--- config.mk ---
export PLATFORM = sky130hd
export DESIGN_NAME = dma2d_addr_gen
export DESIGN_NICKNAME = d
export VERILOG_FILES = /design/src/rtl/dma2d_pkg.sv /design/src/rtl/dma2d_dim_counter.sv /design/src/rtl/dma2d_addr_step.sv /design/src/rtl/dma2d_ctrl.sv /design/src/rtl/dma2d_addr_gen.sv
export SDC_FILE = /design/constraint.sdc
export NUM_CORES = 1
export LEC_CHECK = 0
export ABC_AREA = 1
export BUFFER_PORTS_ARGS = -buffer_cell sky130_fd_sc_hd__buf_2
export CAP_MARGIN = 40
export CORE_MARGIN = 1
export CORE_UTILIZATION = 59
export CTS_CLUSTER_SIZE = 40
export DETAILED_ROUTE_END_ITERATION = 8
export PLACE_DENSITY_LB_ADDON = 0.25
export SYNTH_ARGS = -nofsm -noshare
export SYNTH_HDL_FRONTEND = slang
export SYNTH_SLANG_ARGS = --single-unit
export TNS_END_PERCENT = 30
--- constraint.sdc ---
create_clock -name clk -period 4.7 [get_ports clk]
set_input_delay 0.94 -clock clk [delete_from_list [all_inputs] [get_ports clk]]
set_output_delay 0.94 -clock clk [all_outputs]
set_load 0.01 [all_outputs]
--- src/rtl/dma2d_pkg.sv ---
// Shared types and helpers for the 2D DMA address generator.
// Assumes element sizes are powers of two up to 4 bytes.
package dma2d_pkg;

    typedef enum logic [1:0] {
        ESZ_BYTE = 2'd0,
        ESZ_HALF = 2'd1,
        ESZ_WORD = 2'd2,
        ESZ_WIDE = 2'd3
    } elem_size_e;

    typedef enum logic {
        CH_IDLE = 1'b0,
        CH_RUN  = 1'b1
    } chan_state_e;

    // Map an element size code to a left-shift amount (code 3 acts as 4 bytes).
    function automatic logic [1:0] size_shift(input logic [1:0] code);
        case (elem_size_e'(code))
            ESZ_BYTE: return 2'd0;
            ESZ_HALF: return 2'd1;
            default:  return 2'd2;
        endcase
    endfunction

endpackage

--- src/rtl/dma2d_dim_counter.sv ---
// One dimension counter: counts element positions 0..len-1 and wraps.
// len is taken modulo 2^CNT_W, so a length of 0 gives a full 2^CNT_W span.
// Assumes len is stable while step can be asserted.
module dma2d_dim_counter #(
    parameter int CNT_W = 16
) (
    input  logic             clk,
    input  logic             rst_n,
    input  logic             clear,
    input  logic             step,
    input  logic [CNT_W-1:0] len,
    output logic             is_last
);
    logic [CNT_W-1:0] idx;
    logic [CNT_W-1:0] last_idx;

    // Last valid index; wraps so that len = 0 selects the largest index.
    assign last_idx = len - 1'b1;
    assign is_last  = (idx == last_idx);

    // Position register: cleared on load, advanced or wrapped on each step.
    always_ff @(posedge clk) begin
        if (!rst_n) begin
            idx <= '0;
        end else if (clear) begin
            idx <= '0;
        end else if (step) begin
            idx <= is_last ? '0 : idx + 1'b1;
        end
    end
endmodule

--- src/rtl/dma2d_addr_step.sv ---
// Combinational next-address computation: picks the inner or outer
// stride, sign-extends it to the address width, scales it by the element
// size and adds it to the current address. Address arithmetic wraps.
module dma2d_addr_step
    import dma2d_pkg::*;
#(
    parameter int ADDR_W   = 32,
    parameter int STRIDE_W = 16
) (
    input  logic [ADDR_W-1:0]   cur_addr,
    input  logic [STRIDE_W-1:0] inner_stride,
    input  logic [STRIDE_W-1:0] outer_stride,
    input  logic                use_outer,
    input  logic [1:0]          elem_size,
    output logic [ADDR_W-1:0]   next_addr
);
    logic [STRIDE_W-1:0] sel_stride;
    logic [ADDR_W-1:0]   wide_stride;
    logic [ADDR_W-1:0]   byte_step;

    // Select the stride for this step.
    assign sel_stride = use_outer ? outer_stride : inner_stride;

    // Fit the signed stride to the address width.
    generate
        if (ADDR_W > STRIDE_W) begin : g_sext
            assign wide_stride = {{(ADDR_W-STRIDE_W){sel_stride[STRIDE_W-1]}}, sel_stride};
        end else begin : g_trunc
            assign wide_stride = sel_stride[ADDR_W-1:0];
        end
    endgenerate

    // Scale by the element size and add.
    assign byte_step = wide_stride << size_shift(elem_size);
    assign next_addr = cur_addr + byte_step;
endmodule

--- src/rtl/dma2d_ctrl.sv ---
// Channel control: an idle/run state machine and the configuration
// snapshot taken when a start is accepted. Starts while running are
// dropped. Assumes the buffer-end flag is valid whenever hs is high.
module dma2d_ctrl
    import dma2d_pkg::*;
#(
    parameter int ADDR_W   = 32,
    parameter int CNT_W    = 16,
    parameter int STRIDE_W = 16
) (
    input  logic                clk,
    input  logic                rst_n,
    input  logic                start,
    input  logic [ADDR_W-1:0]   cfg_start_addr,
    input  logic [CNT_W-1:0]    cfg_inner_count,
    input  logic [STRIDE_W-1:0] cfg_inner_stride,
    input  logic [CNT_W-1:0]    cfg_outer_count,
    input  logic [STRIDE_W-1:0] cfg_outer_stride,
    input  logic                cfg_two_d,
    input  logic                cfg_circular,
    input  logic                cfg_row_irq,
    input  logic [1:0]          cfg_elem_size,
    input  logic                hs,
    input  logic                buf_end,
    output logic                running,
    output logic                load,
    output logic [ADDR_W-1:0]   lat_start_addr,
    output logic [CNT_W-1:0]    lat_inner_count,
    output logic [STRIDE_W-1:0] lat_inner_stride,
    output logic [CNT_W-1:0]    lat_outer_count,
    output logic [STRIDE_W-1:0] lat_outer_stride,
    output logic                lat_two_d,
    output logic                lat_circular,
    output logic                lat_row_irq,
    output logic [1:0]          lat_elem_size
);
    chan_state_e state;

    assign running = (state == CH_RUN);
    assign load    = start && (state == CH_IDLE);

    // State machine: enter run on an accepted start, leave at the stop-mode end.
    always_ff @(posedge clk) begin
        if (!rst_n) begin
            state <= CH_IDLE;
        end else if (load) begin
            state <= CH_RUN;
        end else if (hs && buf_end && !lat_circular) begin
            state <= CH_IDLE;
        end
    end

    // Configuration snapshot, taken only when a start is accepted.
    always_ff @(posedge clk) begin
        if (!rst_n) begin
            lat_start_addr   <= '0;
            lat_inner_count  <= '0;
            lat_inner_stride <= '0;
            lat_outer_count  <= '0;
            lat_outer_stride <= '0;
            lat_two_d        <= 1'b0;
            lat_circular     <= 1'b0;
            lat_row_irq      <= 1'b0;
            lat_elem_size    <= '0;
        end else if (load) begin
            lat_start_addr   <= cfg_start_addr;
            lat_inner_count  <= cfg_inner_count;
            lat_inner_stride <= cfg_inner_stride;
            lat_outer_count  <= cfg_outer_count;
            lat_outer_stride <= cfg_outer_stride;
            lat_two_d        <= cfg_two_d;
            lat_circular     <= cfg_circular;
            lat_row_irq      <= cfg_row_irq;
            lat_elem_size    <= cfg_elem_size;
        end
    end
endmodule

--- src/rtl/dma2d_addr_gen.sv ---
// 2D DMA address generator top. Offers one byte address per valid/ready
// handshake, walks rows with the inner stride and row ends with the outer
// stride, and stops or reloads at the buffer end. Synchronous active-low
// reset. Assumes ADDR_W is at least STRIDE_W + 2 for full stride range.
module dma2d_addr_gen
    import dma2d_pkg::*;
#(
    parameter int ADDR_W   = 32,
    parameter int CNT_W    = 16,
    parameter int STRIDE_W = 16
) (
    input  logic                clk,
    input  logic                rst_n,
    input  logic                start,
    input  logic [ADDR_W-1:0]   cfg_start_addr,
    input  logic [CNT_W-1:0]    cfg_inner_count,
    input  logic [STRIDE_W-1:0] cfg_inner_stride,
    input  logic [CNT_W-1:0]    cfg_outer_count,
    input  logic [STRIDE_W-1:0] cfg_outer_stride,
    input  logic                cfg_two_d,
    input  logic                cfg_circular,
    input  logic                cfg_row_irq,
    input  logic [1:0]          cfg_elem_size,
    input  logic                addr_ready,
    output logic                addr_valid,
    output logic [ADDR_W-1:0]   addr,
    output logic                row_last,
    output logic                buf_last,
    output logic                busy,
    output logic                irq
);
    logic                running, load, hs;
    logic                x_last, y_last, row_end, buf_end;
    logic [ADDR_W-1:0]   lat_start_addr, next_addr, addr_q;
    logic [CNT_W-1:0]    lat_inner_count, lat_outer_count;
    logic [STRIDE_W-1:0] lat_inner_stride, lat_outer_stride;
    logic                lat_two_d, lat_circular, lat_row_irq;
    logic [1:0]          lat_elem_size;
    logic                irq_q;

    dma2d_ctrl #(.ADDR_W(ADDR_W), .CNT_W(CNT_W), .STRIDE_W(STRIDE_W)) u_ctrl (
        .clk              (clk),
        .rst_n            (rst_n),
        .start            (start),
        .cfg_start_addr   (cfg_start_addr),
        .cfg_inner_count  (cfg_inner_count),
        .cfg_inner_stride (cfg_inner_stride),
        .cfg_outer_count  (cfg_outer_count),
        .cfg_outer_stride (cfg_outer_stride),
        .cfg_two_d        (cfg_two_d),
        .cfg_circular     (cfg_circular),
        .cfg_row_irq      (cfg_row_irq),
        .cfg_elem_size    (cfg_elem_size),
        .hs               (hs),
        .buf_end          (buf_end),
        .running          (running),
        .load             (load),
        .lat_start_addr   (lat_start_addr),
        .lat_inner_count  (lat_inner_count),
        .lat_inner_stride (lat_inner_stride),
        .lat_outer_count  (lat_outer_count),
        .lat_outer_stride (lat_outer_stride),
        .lat_two_d        (lat_two_d),
        .lat_circular     (lat_circular),
        .lat_row_irq      (lat_row_irq),
        .lat_elem_size    (lat_elem_size)
    );

    // Handshake and end-of-row / end-of-buffer decode.
    assign hs      = running && addr_ready;
    assign row_end = x_last;
    assign buf_end = x_last && (!lat_two_d || y_last);

    // Inner (element) counter.
    dma2d_dim_counter #(.CNT_W(CNT_W)) u_x_cnt (
        .clk     (clk),
        .rst_n   (rst_n),
        .clear   (load),
        .step    (hs),
        .len     (lat_inner_count),
        .is_last (x_last)
    );

    // Outer (row) counter, stepped only at row ends in 2D mode.
    dma2d_dim_counter #(.CNT_W(CNT_W)) u_y_cnt (
        .clk     (clk),
        .rst_n   (rst_n),
        .clear   (load),
        .step    (hs && x_last && lat_two_d),
        .len     (lat_outer_count),
        .is_last (y_last)
    );

    dma2d_addr_step #(.ADDR_W(ADDR_W), .STRIDE_W(STRIDE_W)) u_step (
        .cur_addr     (addr_q),
        .inner_stride (lat_inner_stride),
        .outer_stride (lat_outer_stride),
        .use_outer    (row_end && lat_two_d),
        .elem_size    (lat_elem_size),
        .next_addr    (next_addr)
    );

    // Address register: load on start, reload at buffer end, step otherwise.
    always_ff @(posedge clk) begin
        if (!rst_n) begin
            addr_q <= '0;
        end else if (load) begin
            addr_q <= cfg_start_addr;
        end else if (hs) begin
            addr_q <= buf_end ? lat_start_addr : next_addr;
        end
    end

    // Interrupt pulse: buffer end always, row end when circular row mode is set.
    always_ff @(posedge clk) begin
        if (!rst_n) begin
            irq_q <= 1'b0;
        end else begin
            irq_q <= hs && (buf_end || (lat_circular && lat_row_irq && row_end));
        end
    end

    assign addr_valid = running;
    assign busy       = running;
    assign addr       = addr_q;
    assign row_last   = running && row_end;
    assign buf_last   = running && buf_end;
    assign irq        = irq_q;
endmodule

==> out/summary.txt, run 1 <==
Core Area = 17500 sq um
Top cell type's share of synthesized area = 31.4%
Fmax = 225 MHz
Clk pwr share = 36.2%
Post-synthesis cell area = 10700 sq um
Hold_sp = u_ctrl.lat_circular
Internal power = 2760 uW
Die Ht = 136 microns
CTS max path bufs = 2
Worst-margin pin slew = 908 ps
Tmin final = 4440 ps
FF-to-FF End = addr[23]
Sequential-to-total area share from yosys stat = 31.4%
Total negative slack = 0 ps
Period Utilization, post-route = 94.4%
Total GRT Usage = 33.4%
Inserted Clock Buffers = 17
Cell count after synthesis = 1639
Port bufs = 141
Site Rows = 48
Vias in the first global route = 10.2k
Final setup fails = 0
Worst Hold Slack = 453 ps
Status = finished, final reports clean
Number of synthesized flops with an enable pin = 0
Hold path cells = 2
Starting Density = 61.0%
WP depth = 31
Startpoint Class = flip-flop
Setup Skew = 14.0 ps
Slew Limit Headroom = 39.2%
Net switching fraction of the power = 32.4%
DP HPWL = 22300 microns
Worst Path Required = 5020 ps
Largest net degree at the start of global routing = 81
WL/cell = 15.5 microns
Clock Pin Slew Worst Setup and Hold Paths = 70 ps
Slowest stage delay, CP = 390 ps
Hold EP = irq
VDD IR-drop max = 0.307 mV
Ys flop type = dfxtp_1
Reg2reg start = u_ctrl.lat_inner_count[0]
Fin. Hold Viols = 0
P_sw = 1330 uW
DRC = 0
Max Cap Viol = 0
Die Area = 18600 sq um
RSZ-0062 raised after global routing = true
ANT nets after route = 0
Most common cell on crit path = nand2_1
Synth area leader = dfxtp_1
Largest delay share family, worst path = simple AND/OR/NAND/NOR gates
Worst path buffer plus inverter count = 2
Slew Viols, Final = 0
Overflow after GRT = 0
Clock sink total = 167
Async set-reset flop share out of synthesis = 0%
Post-Route WL = 30800 microns
First-pass GRT wire length = 49400 microns
Min-delay worst type = reg2reg
Sequential share of power = 38.8%
Area grow syn2layout = 15.0%
H-tree depth = 4
Cell Pwr Density = 334 nW/um^2
Synth Register Bits = 167
Critical path class = reg2reg
Logic pwr share = 25.0%
Largest cells by area after synthesis = dfxtp_1, nand2_1, nor2_1
Layout cell share with drive strength beyond 1 = 13.6%
R2R Setup Slk = 260 ps
TritonCTS clock tree = yes
Synth unique cells = 47
Avg Inst Size Synth = 6.50 sq um
Antenna diodes = 0
Nature of the critical path endpoint = flip-flop
Final #Nets = 1894
R2r worst-path depth = 31
Worst Path Max Fanout = 7
Yosys warnings = 0
Slowest CP cell = ha_1
Antenna violations before repair = 0
Worst-Skew Late Latency = 440 ps
Commonest non-fill, non-tap cell in the layout = nand2_1
Placer Congestion = 0.986
Die Wd = 136 microns
DRT iter0 DRCs = 898
Mapped Nets = 1782
Crit path DAT = 4760 ps
Vias = 11.2k
Most frequent cells in the layout = nand2_1, nor2_1, inv_1, dfxtp_1, buf_2
Leak = 0.00582 uW
DR vias/cell = 5.65
Root Driver = clkbuf_16
Initial DRT Pass Iterations = 6
I/O Pins = 142
==> Yosys cell counts (7+ instances only) <==
cell and count:
nand2_1 342, nor2_1 216, inv_1 175, dfxtp_1 167, nand3_1 137, o21ai_0 122, a21oi_1 116, clkbuf_1 53
xor2_1 47, ha_1 37, o22ai_1 32, xnor2_1 27, nand4_1 21, nor3_1 19, mux2i_1 15, nor4_1 10
a21o_1 9, a31oi_1 8, inv_2 8, nand3b_1 8, o21bai_1 7
==> registers in the layout, summed over array words and instances (netlist names) <==
name,count
addr,32
u_ctrl.running,1
u_ctrl.lat_elem_size,2
u_ctrl.lat_outer_stride,16
u_x_cnt.idx,16
irq,1
u_ctrl.lat_start_addr,32
u_ctrl.lat_row_irq,1
u_ctrl.lat_circular,1
u_ctrl.lat_two_d,1
u_ctrl.lat_outer_count,16
u_y_cnt.idx,16
u_ctrl.lat_inner_count,16
u_ctrl.lat_inner_stride,16
==> area by class of cell <==
class	count	area, sq um
clock buffers	22	474
flip-flops and latches	167	3340
clock inverters	9	141
inverters	185	696
well taps	225	282
multi-input cells	1219	6450
fillers	1515	5220
repair buffers	161	872
==> power by group through the flow <==
stage | registers (uW) | clock network (uW) | logic, uW
final | 1590 | 1480 | 1020
after global routing | 1600 | 1540 | 1140
after CTS | 1580 | 1490 | 984
after detailed placement | 1610 | 0 | 974
after global placement | 1620 | 0 | 961
after floorplan | 1600 | 0 | 707
==> worst max-delay path by stage <==
stage,start,end,slack [ps]
floorplan,u_ctrl.lat_inner_count[0],addr[20],670
global placement,u_ctrl.lat_inner_count[0],addr[23],240
detailed placement,u_ctrl.lat_inner_count[0],addr[23],100
CTS,u_ctrl.lat_inner_count[0],addr[23],90
global route,u_ctrl.lat_inner_count[0],addr[23],-100
finish,u_ctrl.lat_inner_count[0],addr[23],260
==> cells by family (layout without fill, tap and decap cells) <==
group | count (synthesis) | in the layout | synth area share (%)
AOI/OAI and AO/OA | 309 | 309 | 15.7
xor gates and xnor gates | 75 | 75 | 6.29
adders and majority gates | 38 | 38 | 4.53
buffers and inverters | 253 | 377 | 9.26
DFF | 167 | 167 | 31.4
muxes | 15 | 15 | 1.41
and+or+nand+nor | 782 | 782 | 31.5
==> tightest hold or removal path, delay by kind of cell, from the launching register on <==
kind	cells	cell delay [ps]
AO/OA/AOI/OAI	1	60
AND/OR/NAND/NOR	1	50
flip-flops	1	310
==> stage by stage <==
stage | worst slack, ps | util, % | cell area (sq um) | std cells | power (uW)
floorplan | 672 | - | 10700 | 1639 | 2310
finish | 262 | 70.1 | 12300 | 1988 | 4090
global placement | 245 | 65.8 | 11500 | 1954 | 2580
global route | -98.9 | 70.1 | 12300 | 1988 | 4280
detailed placement | 97.3 | 65.8 | 11500 | 1954 | 2590
CTS | 92.2 | 69.3 | 12100 | 1985 | 4060
==> routing by layer <==
layer  part of all wire, %  vias up  global-route usage (%)
li1                      -     5589                       -
met1                    44     5192                    42.6
met2                    48      381                    57.8
met3                   5.6       62                    4.77
met4                   2.4        0                    10.6
met5                     0        -                       0
==> timing repair <==
item,in CTS,in global routing
gates resized for setup,0,27
hold buffers,0,0
setup buffers,0,2
endpoints found under the setup margin,0,20
Note: power is estimated with default switching activity, not from simulation.
==> run 2: changes to the inputs <==
--- a/config.mk
+++ b/config.mk
@@ -12,7 +12,7 @@
 export CORE_UTILIZATION = 59
 export CTS_CLUSTER_SIZE = 40
 export DETAILED_ROUTE_END_ITERATION = 8
-export PLACE_DENSITY_LB_ADDON = 0.25
+export PLACE_DENSITY = 0.81
 export SYNTH_ARGS = -nofsm -noshare
 export SYNTH_HDL_FRONTEND = slang
 export SYNTH_SLANG_ARGS = --single-unit
==> run 2 against run 1 <==
Effect of this change:
- cell count increased by 0.40%
- clock power decreased by 3%
- flip-flop and latch count unchanged
- sequential power about the same
- critical path depth decreased by 4
- non-clock buffer count increased by 5
- global-route usage about the same
- critical path type unchanged
- largest cell class unchanged
- highest routed layer unchanged
==> out/summary.txt, run 2 (synthesis results as in run 1) <==
DP HPWL = 22500 microns (+1.1%)
Placer Congestion = 0.968 (-1.9%)
Startpoint Class = flip-flop
Fin. Hold Viols = 0 (unchanged)
DR vias/cell = 5.58 (-1.1%)
Root Driver = clkbuf_16
Setup WS post-layout = 303 ps (+41.0 ps)
Inserted Clock Buffers = 17 (unchanged)
Slew Limit Headroom = 41.0% (+1.8 points)
Slew Viols, Final = 0 (unchanged)
Tmin final = 4400 ps (-41.0 ps)
Dpl cells = 1956 (+0.10%)
Die Area = 18600 sq um (unchanged)
Setup Skew = 13.5 ps (-0.497 ps)
Worst Path Required = 5010 ps (about the same)
DRC = 0 (unchanged)
Commonest non-fill, non-tap cell in the layout = nand2_1
Critical path class = reg2reg
DRT iter0 DRCs = 670 (-25%)
Die Wd = 136 microns (unchanged)
Cell Pwr Density = 328 nW/um^2 (-1.7%)
Worst-Skew Late Latency = 440 ps (about the same)
Clock Pin Slew Worst Setup and Hold Paths = 70 ps (about the same)
Worst-margin pin slew = 881 ps (-27.1 ps)
Site Rows = 48 (unchanged)
Initial DRT Pass Iterations = 6 (unchanged)
WL/cell = 15.4 microns (-0.49%)
Final #Nets = 1900 (+0.32%)
First-pass GRT wire length = 49100 microns (-0.67%)
VDD IR-drop max = 0.411 mV (+34%)
ANT nets after route = 0 (unchanged)
Overflow after GRT = 0 (unchanged)
Leak = 0.00581 uW (-0.19%)
Port bufs = 141 (unchanged)
H-tree depth = 4 (unchanged)
Vias in the first global route = 10.3k (+0.23%)
Die Ht = 136 microns (unchanged)
Total GRT Usage = 33.5% (+0.045 points)
Fin cells = 1996 (+0.40%)
Clock sink total = 167 (unchanged)
TritonCTS clock tree = yes
Largest net degree at the start of global routing = 81 (unchanged)
Antenna violations before repair = 1 (+1)
Final setup fails = 0 (unchanged)
Post-Route WL = 30800 microns (about the same)
Area grow syn2layout = 15.7%
Crit path DAT = 4700 ps (-60 ps)
I/O Pins = 142 (unchanged)
CTS Hold Buffers Added = 0 (unchanged)
Period Utilization, post-route = 93.6% (-0.87 points)
Worst Path Max Fanout = 7 (unchanged)
Vias = 11.1k (-0.69%)
Status = finished, final reports clean
Core Area = 17500 sq um (unchanged)
Min-delay worst type = reg2reg
CTS max path bufs = 2 (unchanged)
Fmax = 227 MHz (+0.93%)
Starting Density = 61.0% (unchanged)
Layout cell share with drive strength beyond 1 = 14.2% (+0.62 points)
Nature of the critical path endpoint = flip-flop
Max Cap Viol = 0 (unchanged)
Most frequent cells in the layout = nand2_1, nor2_1, inv_1, dfxtp_1, buf_2
Dpl ws = 29.4 ps (-67.9 ps)
run 2: cell types whose count changed in the layout (fill, tap and decap cells not counted), sizes merged:
cell | before | now
diode | 0 | 1
buf | 161 | 166
inv | 184 | 188
nand3 | 140 | 141
clkinvlp | 1 | 4
clkbuf | 22 | 18
bufinv | 3 | 1
run 2: worst max-delay path, cell delays in order, from the launching register on:
cell and delay [ps]:
dfxtp_1 340, inv_2 100, ha_4 170, nand3_4 130, nor2_4 190, o21ai_0 110, nand2_1 90, nand2_1 70
inv_1 60, nand2_1 70, nor2_4 190, nand3_4 180, buf_4 210, mux2i_4 190, nand2_1 60, nand2_1 60
a21oi_1 200, ha_1 310, nand3_1 120, a31oi_1 110, nor2_2 240, o21bai_2 140, buf_4 150, a21o_1 180
xnor2_1 300, nand2_1 110, nand3_1 100, a21oi_1 70
run 2: path summary, 6_finish.rpt:
kind | start | endpoint | slack (ps) | cells after the start
worst max-delay path | u_ctrl.lat_inner_count[0] | addr[11] | 300 | 27
worst min-delay path | u_ctrl.lat_circular | irq | 470 | 2
worst max register to register | u_ctrl.lat_inner_count[0] | addr[11] | 300 | 27
worst min register to register | u_ctrl.lat_circular | irq | 470 | 2
run 2: layout make-up:
cell class	count	area [sq um]
Multi-Input combinational cell	1220	6510
Fill cell	1573	5150
Sequential cell	167	3340
Timing Repair Buffer	166	906
Inverter	185	696
Clock buffer	18	429
Tap cell	225	282
Clock inverter	14	164
Antenna cell	1	2.50
run 2: stage by stage:
step                hold WS, ps  instance area [sq um]  setup TNS, ps  power, uW  util, %
finish                      469                  12300              0       4050     70.6
global route                491                  12300          -66.2       4250     70.6
CTS                         474                  12100              0       4010     69.3
detailed placement          455                  11500              0       2590     65.9
global placement            450                  11500              0       2590     65.9
floorplan                   430                  10700              0       2310        -
run 2: power by group:
part	switching [uW]	leakage (uW)	internal, uW
clock	671	0.000276	755
combinational	651	0.00416	382
sequential	81.3	0.00137	1510
run 2: routing by layer:
metal	vias up	global-route usage (%)	routed length [microns]	part of all wire [%]
li1	5612	-	-	-
met1	5123	42.2	13700	44
met2	353	57.1	14600	47
met3	58	5.97	1680	5.5
met4	0	11.4	827	2.7
met5	-	0	0	0
run 2: what timing repair did:
action,CTS,global route
setup buffers,0,6
setup endpoints to repair,0,24
resized for setup,0,36
endpoints found under the hold margin,0,0
==> run 3: changes to the inputs <==
--- a/config.mk
+++ b/config.mk
@@ -9,10 +9,10 @@
 export BUFFER_PORTS_ARGS = -buffer_cell sky130_fd_sc_hd__buf_2
 export CAP_MARGIN = 40
 export CORE_MARGIN = 1
-export CORE_UTILIZATION = 59
+export CORE_UTILIZATION = 35
 export CTS_CLUSTER_SIZE = 40
 export DETAILED_ROUTE_END_ITERATION = 8
-export PLACE_DENSITY = 0.81
+export SLEW_MARGIN = 20
 export SYNTH_ARGS = -nofsm -noshare
 export SYNTH_HDL_FRONTEND = slang
 export SYNTH_SLANG_ARGS = --single-unit
==> run 3 against run 2 <==
Effect of this change:
- total power up 0.34%
- combinational power about the same
- sequential share of layout area fell by 0.43 points
- worst hold slack better by 1.4 ps
- worst setup slack better by 73 ps
- flip-flop and latch count did not move
- largest cell class unchanged
- via count fell by 0.99%
==> out/summary.txt, run 3 (synthesis results as in run 1) <==
Initial DRT Pass Iterations = 5 (-1)
Inserted Clock Buffers = 17 (unchanged)
Fillers = 3244 (+110%)
DP HPWL = 24400 microns (+8.5%)
Overflow after GRT = 0 (unchanged)
Slew Viols, Final = 0 (unchanged)
Min-delay worst type = reg2reg
Clock Pin Slew Worst Setup and Hold Paths = 80 ps (about the same)
Antenna diodes = 0 (-1)
Tmin final = 4320 ps (-72.6 ps)
Vias = 11.0k (-0.99%)
Worst Path Max Fanout = 7 (unchanged)
Cell Pwr Density = 324 nW/um^2 (-1.3%)
Site Rows = 63 (+31%)
Die Area = 31200 sq um (+67%)
CTS Hold Buffers Added = 0 (unchanged)
GRT Max-Usage Layer = met2
Crit path DAT = 4670 ps (-30 ps)
Layout cell share with drive strength beyond 1 = 14.7% (+0.56 points)
Period Utilization, post-route = 92.0% (-1.5 points)
Die Ht = 177 microns (+29%)
Worst Path Required = 5050 ps (+40 ps)
VDD IR-drop max = 0.243 mV (-41%)
Starting Density = 35.8% (-25 points)
Total GRT Usage = 21.5% (-12 points)
Setup Skew = 17.0 ps (+3.47 ps)
Final setup fails = 0 (unchanged)
DR vias/cell = 5.11 (-8.5%)
Clock sink total = 167 (unchanged)
Die Wd = 177 microns (+29%)
First-pass GRT wire length = 53000 microns (+8.0%)
Final #Nets = 1901 (+0.053%)
Leak = 0.00581 uW (about the same)
H-tree depth = 4 (unchanged)
Met3 GRT Util = 3.10% (-2.9 points)
Worst-margin pin slew = 867 ps (-13.7 ps)
Fin. Hold Viols = 0 (unchanged)
Commonest non-fill, non-tap cell in the layout = nand2_1
Post-Route WL = 33100 microns (+7.4%)
Root Driver = clkbuf_16
ANT nets after route = 0 (unchanged)
M2 GR Usage = 35.8% (-21 points)
Fmax = 231 MHz (+1.7%)
DRT iter0 DRCs = 700 (+4.5%)
Area grow syn2layout = 17.6%
Met1 GRT Util = 28.9% (-13 points)
Worst-Skew Late Latency = 460 ps (+20 ps)
DRC = 0 (unchanged)
Worst Hold Slack = 470 ps (+1.37 ps)
Status = finished, final reports clean
Nature of the critical path endpoint = flip-flop
Startpoint Class = flip-flop
Power, Total = 4060 uW (+0.34%)
Vias in the first global route = 10.4k (+0.88%)
Slew Limit Headroom = 42.0% (+0.91 points)
TritonCTS clock tree = yes
Largest net degree at the start of global routing = 90 (+11%)
Port bufs = 141 (unchanged)
Core Area = 29800 sq um (+70%)
R2R Setup Slk = 380 ps (+70 ps)
Critical path class = reg2reg
I/O Pins = 142 (unchanged)
Max Cap Viol = 0 (unchanged)
Antenna violations before repair = 0 (-1)
Placer Congestion = 0.897 (-7.3%)
Most frequent cells in the layout = nand2_1, nor2_1, inv_1, dfxtp_1, buf_2
WL/cell = 15.3 microns (-0.78%)
CTS max path bufs = 2 (unchanged)
[run 3: cell types whose count changed in the layout (fill, tap and decap cells not counted), moves of 2 or more]
| cell | previous run | this run |
|---|---|---|
| a21oi_1 | 113 | 110 |
| a21oi_2 | 3 | 6 |
| clkinvlp_4 | 4 | 0 |
| inv_6 | 1 | 5 |
| mux2i_2 | 7 | 9 |
| nor2_2 | 5 | 7 |
| nor2_4 | 5 | 3 |
| o21bai_1 | 5 | 3 |
| o21bai_2 | 2 | 4 |
[run 3: final timing paths]
| path | startpoint | to | cells after the start |
|---|---|---|---|
| max | u_ctrl.lat_inner_count[0] | addr[29] | 26 |
| min | u_ctrl.lat_start_addr[30] | u_ctrl.lat_start_addr[30] | 2 |
| max reg2reg | u_ctrl.lat_inner_count[0] | addr[29] | 26 |
| min reg2reg | u_ctrl.lat_start_addr[30] | u_ctrl.lat_start_addr[30] | 2 |
[run 3: per-layer routing]
metal	share of wire (%)	wire, microns
met1	47	15600
met2	47	15400
met3	4.9	1620
met4	1.3	441
met5	0	0
[run 3: cell type report]
cell class	instances	area (sq um)	area share (%)
sequential	167	3340	26.7
clock inverter	14	150	1.20
multi-input combinational	1219	6500	51.9
inverter	185	696	5.55
tap	390	488	3.89
clock buffer	18	429	3.43
timing repair buffer	168	925	7.38
[run 3: stage by stage]
stage          worst slack (ps)  area, sq um  std cells  setup TNS (ps)  util [%]
2_1_floorplan               672        10700       1639               0         -
3_3_place_gp                114        11700       2120               0      39.3
4_1_cts                    45.6        12300       2152               0      41.2
3_5_place_dp               37.3        11700       2120               0      39.3
5_1_grt                   -25.1        12500       2161           -25.1      42.1
6_report                    375        12500       2161               0      42.1
[run 3: what timing repair did]
action                                 in CTS  in global routing
setup buffers                               0                  7
setup endpoints to repair                   0                 21
endpoints found under the hold margin       0                  0
resized for setup                           0                 40
[run 3: power by group]
group	switching (uW)	internal (uW)	total, uW
clock	702	714	1420
combinational	661	395	1060
sequential	82.8	1510	1590
[run 3: worst max-delay path, cell delays in order (launching register included)]
cell      delay, ps
dfxtp_1         380
inv_2            70
ha_2            220
or2_1           250
nand3_1          90
nand2_1          60
inv_1            60
nand3_1         130
nor3_2          270
nand3_4         190
buf_6           210
mux2i_1         300
nand2_1         110
nand2_1          80
a21oi_1          50
ha_1            360
nand2_1         120
nor2_1          120
inv_1            60
o21bai_1        270
a21oi_2          80
buf_4           140
o21ai_0         210
xor2_1          200
nand2_1          80
nand2_1          70
a21oi_1          50
